[config.mk]
export PLATFORM = sky130hd
export DESIGN_NAME = pxconv_unit
export DESIGN_NICKNAME = d
export VERILOG_FILES = /design/src/rtl/pxconv_pkg.sv /design/src/rtl/pxconv_scale_reg.sv /design/src/rtl/pxconv_expand.sv /design/src/rtl/pxconv_pack_lane.sv /design/src/rtl/pxconv_unit.sv
export SDC_FILE = /design/constraint.sdc
export NUM_CORES = 1
export LEC_CHECK = 0
export BUFFER_PORTS_ARGS = -buffer_cell sky130_fd_sc_hd__clkbuf_2
export CORE_ASPECT_RATIO = 0.5
export CORE_MARGIN = 2
export CORE_UTILIZATION = 54
export DETAILED_ROUTE_END_ITERATION = 8
export MAX_ROUTING_LAYER = met4
export PLACE_DENSITY = 0.82
export SKIP_CTS_REPAIR_TIMING = 1
export SYNTH_ARGS = -nofsm -noshare
export SYNTH_HDL_FRONTEND = slang
export SYNTH_HIERARCHICAL = 1
export SYNTH_SLANG_ARGS = --single-unit
[constraint.sdc]
create_clock -name clk -period 2.5 [get_ports clk]
set_input_delay 0.5 -clock clk [delete_from_list [all_inputs] [get_ports clk]]
set_output_delay 0.5 -clock clk [all_outputs]
set_load 0.02 [all_outputs]
[src/rtl/pxconv_pkg.sv]
package pxconv_pkg;

    localparam int LANES_D   = 4;
    localparam int CMP_W_D   = 8;
    localparam int FLD_W_D   = 16;
    localparam int PAD_D     = 4;
    localparam int SCALE_W_D = 4;
    localparam int SCALE_LSB_D = 3;
    localparam int STAT_W_D  = 32;
    localparam int WIN_LSB_D = 7;

    typedef enum logic {
        OP_EXPAND = 1'b0,
        OP_PACK   = 1'b1
    } pxconv_op_e;

    typedef enum logic [1:0] {
        PK_WINDOW = 2'd0,
        PK_FLOOR  = 2'd1,
        PK_CEIL   = 2'd2
    } pack_case_e;

    function automatic pack_case_e classify(input logic neg, input logic over);
        if (neg)       return PK_FLOOR;
        else if (over) return PK_CEIL;
        else           return PK_WINDOW;
    endfunction

endpackage

[src/rtl/pxconv_scale_reg.sv]
module pxconv_scale_reg #(
    parameter int STAT_W    = 32,
    parameter int SCALE_W   = 4,
    parameter int SCALE_LSB = 3
) (
    input  logic               clk,
    input  logic               rst,
    input  logic               we,
    input  logic [STAT_W-1:0]  wdata,
    output logic [SCALE_W-1:0] scale_q
);
    localparam int SCALE_MSB = SCALE_LSB + SCALE_W - 1;

    always_ff @(posedge clk) begin
        if (rst)
            scale_q <= '0;
        else if (we)
            scale_q <= wdata[SCALE_MSB:SCALE_LSB];
    end
endmodule

[src/rtl/pxconv_expand.sv]
module pxconv_expand #(
    parameter int LANES = 4,
    parameter int CMP_W = 8,
    parameter int FLD_W = 16,
    parameter int PAD   = 4
) (
    input  logic [LANES*CMP_W-1:0] bytes_in,
    output logic [LANES*FLD_W-1:0] fields_out
);
    localparam int HI_PAD = FLD_W - CMP_W - PAD;

    for (genvar g = 0; g < LANES; g++) begin : g_lane
        assign fields_out[g*FLD_W +: FLD_W] =
            {{HI_PAD{1'b0}}, bytes_in[g*CMP_W +: CMP_W], {PAD{1'b0}}};
    end
endmodule

[src/rtl/pxconv_pack_lane.sv]
module pxconv_pack_lane
    import pxconv_pkg::*;
#(
    parameter int FLD_W   = 16,
    parameter int CMP_W   = 8,
    parameter int SCALE_W = 4,
    parameter int WIN_LSB = 7
) (
    input  logic [FLD_W-1:0]   field,
    input  logic [SCALE_W-1:0] scale,
    output logic [CMP_W-1:0]   byte_out
);
    localparam int EXT_W   = FLD_W + (2**SCALE_W) - 1;
    localparam int WIN_TOP = WIN_LSB + CMP_W - 1;

    logic [EXT_W-1:0] ext;
    logic [EXT_W-1:0] shf;
    logic             neg;
    logic             over;
    pack_case_e       sel;

    always_comb begin
        ext  = {{(EXT_W-FLD_W){field[FLD_W-1]}}, field};
        shf  = ext << scale;
        neg  = shf[EXT_W-1];
        over = |shf[EXT_W-2:WIN_TOP+1];
        sel  = classify(neg, over);
        unique case (sel)
            PK_FLOOR: byte_out = '0;
            PK_CEIL:  byte_out = '1;
            default:  byte_out = shf[WIN_TOP:WIN_LSB];
        endcase
    end
endmodule

[src/rtl/pxconv_unit.sv]
module pxconv_unit
    import pxconv_pkg::*;
#(
    parameter int LANES     = LANES_D,
    parameter int CMP_W     = CMP_W_D,
    parameter int FLD_W     = FLD_W_D,
    parameter int PAD       = PAD_D,
    parameter int SCALE_W   = SCALE_W_D,
    parameter int SCALE_LSB = SCALE_LSB_D,
    parameter int STAT_W    = STAT_W_D,
    parameter int WIN_LSB   = WIN_LSB_D
) (
    input  logic                     clk,
    input  logic                     rst,
    input  logic                     op_valid,
    input  logic                     op_sel,
    input  logic [LANES*CMP_W-1:0]   src32,
    input  logic [LANES*FLD_W-1:0]   src64,
    input  logic                     stat_we,
    input  logic [STAT_W-1:0]        stat_wdata,
    output logic                     res_valid,
    output logic [LANES*FLD_W-1:0]   res64,
    output logic [LANES*CMP_W-1:0]   res32,
    output logic [SCALE_W-1:0]       scale
);
    localparam int NARROW_W = LANES * CMP_W;
    localparam int WIDE_W   = LANES * FLD_W;

    pxconv_op_e          op;
    logic [WIDE_W-1:0]   exp_w;
    logic [NARROW_W-1:0] pack_w;

    assign op = pxconv_op_e'(op_sel);

    pxconv_scale_reg #(
        .STAT_W(STAT_W), .SCALE_W(SCALE_W), .SCALE_LSB(SCALE_LSB)
    ) u_scale (
        .clk(clk), .rst(rst), .we(stat_we), .wdata(stat_wdata), .scale_q(scale)
    );

    pxconv_expand #(
        .LANES(LANES), .CMP_W(CMP_W), .FLD_W(FLD_W), .PAD(PAD)
    ) u_expand (
        .bytes_in(src32), .fields_out(exp_w)
    );

    for (genvar g = 0; g < LANES; g++) begin : g_pack
        pxconv_pack_lane #(
            .FLD_W(FLD_W), .CMP_W(CMP_W), .SCALE_W(SCALE_W), .WIN_LSB(WIN_LSB)
        ) u_lane (
            .field(src64[g*FLD_W +: FLD_W]),
            .scale(scale),
            .byte_out(pack_w[g*CMP_W +: CMP_W])
        );
    end

    always_ff @(posedge clk) begin
        if (rst) begin
            res_valid <= 1'b0;
            res64     <= '0;
            res32     <= '0;
        end else begin
            res_valid <= op_valid;
            if (op_valid) begin
                if (op == OP_PACK) begin
                    res32 <= pack_w;
                    res64 <= '0;
                end else begin
                    res64 <= exp_w;
                    res32 <= '0;
                end
            end
        end
    end
endmodule

==> qor.yml <==
leakagePower_uw: 0.00391
io-pin-count: 234
finalMaxSlewViolations: 0
path_class: "reg -> reg"
vdd_drop_max_uv: 352
reg2reg_to: "res32[0]$_SDFFE_PP0P_"
place_ws_ns: -0.102
vias: 7721
root_buffer: "clkbuf_16"
port_buffers: 205
max_cap_viol_count: 0
r2r_slack_ns: 0.04
synth-seq-area-share_pct: 24.4
routed_wl_mm: 21.8
relSlewSlack_pct: 61.7
wire_per_inst_um: 16.3
drtPass1Iterations: 5
grt_max_degree: 97
ys_ff_latch: 101
drc_errors: 0
cp_max_fo: 14
crit_path_start_kind: "flop"
setup_violations: 0
coreArea_sq_um: 14700
crit_family: "multiplexers"
synth_cell_types: 43
clock-sinks: 101
cp_cell_sequence: "buf_12, mux2i_2, nand2_1, mux4_2, o41a_1, o31a_1, nand3_1, a21oi_1"
htreeDepth: 3
layout_commonest_cell: "clkbuf_2"
fmax_ghz: 0.406
final_cell_mix: "clkbuf_2 (203), a21oi_1 (120), nand2b_1 (100)"
netlist_area_sq_um: 8270
max_stage_delay_ns: 0.49
holdCritPathClass: "in -> reg"
fin_nets: 1264
crit_path_top_delay_cell: "mux4_2"
syn_area_per_cell_sq_um: 8.46
die-width_um: 179
seq_area_sq_um: 2030
fin_crit_sh_pct: 98.4
gp_congestion: 0.961
n_antenna_cell: 0
die_area_sq_um: 16400
total_power_uw: 4550
async_reset_ff_share_pct: 0
worst_ep_arrival_time_ns: 2.69
outcome: "complete, no violations"
synth-edff-count: 0
power_density_nw_per_um2: 466
holdCritStartpoint: "stat_wdata[3]"
grt_pass1_wl_mm: 33.9
cts_tree: "done"
cp.required_ns: 2.73
whs_endpoint: "u_scale/scale_q[0]$_SDFFE_PP0P_"
clock_skew_ns: 0.0129
antenna_found_initial: 0
vias_per_cell: 5.79
drive_gt1_share_pct: 32.1
worst_slew_pin_slew_ns: 0.575
drtIter0Drc: 439
multiInputGateArea_sq_um: 5500
grt_util_all_layers_pct: 25.8
post-dp-hpwl_mm: 15.4
fillerInstances: 1223
grt_pass1_vias: 7086
synth_cells: 978
cts.path.max_buffers: 2
yosysWarnings: 6
syn2layout_area_growth_pct: 18.2
layout_min_cycle_time_ns: 2.46
cts_buffers: 9
rr_startpoint: "u_scale/scale_q[1]$_SDFFE_PP0P_"
clk_pin_slew_ns: 0.08
rsz0062_at_grt: "yes"
clock_latency_ns: 0.34
synthFlopType: "dfxtp_1"
final_hold_viol_count: 0
worst_r2r_path_depth: 8
ant_nets: 0
path_buf_inv: 1
critPathCaptureType: "flop"
hold_depth: 3
gr-total-overflow: 0
row_count: 31
dieHeight_um: 91.5
fin_ws_ns: 0.0395
initial_core_util_pct: 56.3
==> tightest hold or removal path: cells and delay by family <==
kind,cells,cell delay (ns)
and+or+nand+nor,1,0.07
buffers and inverters,1,0.07
muxes,1,0.06
==> kinds of logic (layout without fill, tap and decap cells) <==
| kind of cell | count (synthesis) | after routing | share of synthesized area, % |
|---|---|---|---|
| and+or+nand+nor | 317 | 317 | 22.2 |
| AOI/OAI and AO/OA | 244 | 244 | 18.1 |
| buffers and inverters | 163 | 290 | 12.6 |
| muxes | 152 | 152 | 22.6 |
| DFF | 101 | 101 | 24.4 |
| other | 1 | 32 | 0.0453 |
==> through the flow <==
stage / std cells / instance area [sq um] / setup TNS (ns) / utilization (%) / hold WS [ns]
after CTS: 1331 / 9530 / -1.23 / 64.8 / 0.381
final: 1334 / 9770 / 0 / 66.5 / 0.385
after global routing: 1334 / 9770 / -0.0940 / 66.5 / 0.389
after floorplan: 1009 / 8390 / 0 / - / 0.543
after detailed placement: 1315 / 9220 / -0.639 / 62.7 / 0.459
after global placement: 1315 / 9220 / 0 / 62.7 / 0.452
==> where the power goes <==
group / switching [uW] / leakage [uW] / internal, uW / total (uW)
clock network: 713 / 0.000151 / 719 / 1430
logic: 751 / 0.00293 / 642 / 1390
registers: 55.5 / 0.000826 / 1670 / 1730
==> Yosys cell counts (all sizes together) (8+ instances only) <==
cell	instances	area [sq um]
inv	8	30.0
mux2i	104	1060
o211ai	8	60.1
nand2b	100	626
a211o	8	70.1
clkbuf	27	103
nand2	40	150
mux4	24	541
dfxtp	101	2020
nand3b	72	541
o31a	8	70.1
a21oi	120	601
a21o	8	60.1
nand3	32	160
buf	124	896
o21ai	28	140
nor3	16	100
nor2	44	165
mux2	24	270
a31oi	28	175
==> flip-flops by register name, summed over array words and instances (netlist names) <==
name and cells:
res_valid 1, u_scale/scale_q 4, res64 64, res32 32
==> layout make-up <==
cell class	instances	share of cell area [%]
multi-input combinational	745	56.3
sequential	101	20.8
timing repair buffer	262	16.8
tap	198	2.54
clock buffer	9	2.30
clock inverter	7	0.883
inverter	12	0.461
==> per-layer routing <==
metal,track usage [%],up-vias,part of all wire [%]
li1,-,3768,-
met1,33.9,3648,46
met2,42.7,288,48
met3,3.77,17,5.9
met4,4.34,0,0.64
met5,-,-,0
==> worst max-delay path by stage <==
stage | start | end | slack, ns | depth (start not counted)
final | u_scale/scale_q[1]$_SDFFE_PP0P_ | res32[0]$_SDFFE_PP0P_ | 0.04 | 8
after global routing | u_scale/scale_q[1]$_SDFFE_PP0P_ | res32[8]$_SDFFE_PP0P_ | -0.05 | 8
after CTS | u_scale/scale_q[1]$_SDFFE_PP0P_ | res32[20]$_SDFFE_PP0P_ | -0.13 | 9
after detailed placement | u_scale/scale_q[1]$_SDFFE_PP0P_ | res32[20]$_SDFFE_PP0P_ | -0.10 | 9
after global placement | u_scale/scale_q[1]$_SDFFE_PP0P_ | res32[18]$_SDFFE_PP0P_ | 0.003 | 9
after floorplan | u_scale/scale_q[1]$_SDFFE_PP0P_ | res32[16]$_SDFFE_PP0P_ | 0.05 | 9
(Power assumes the default switching activity.)
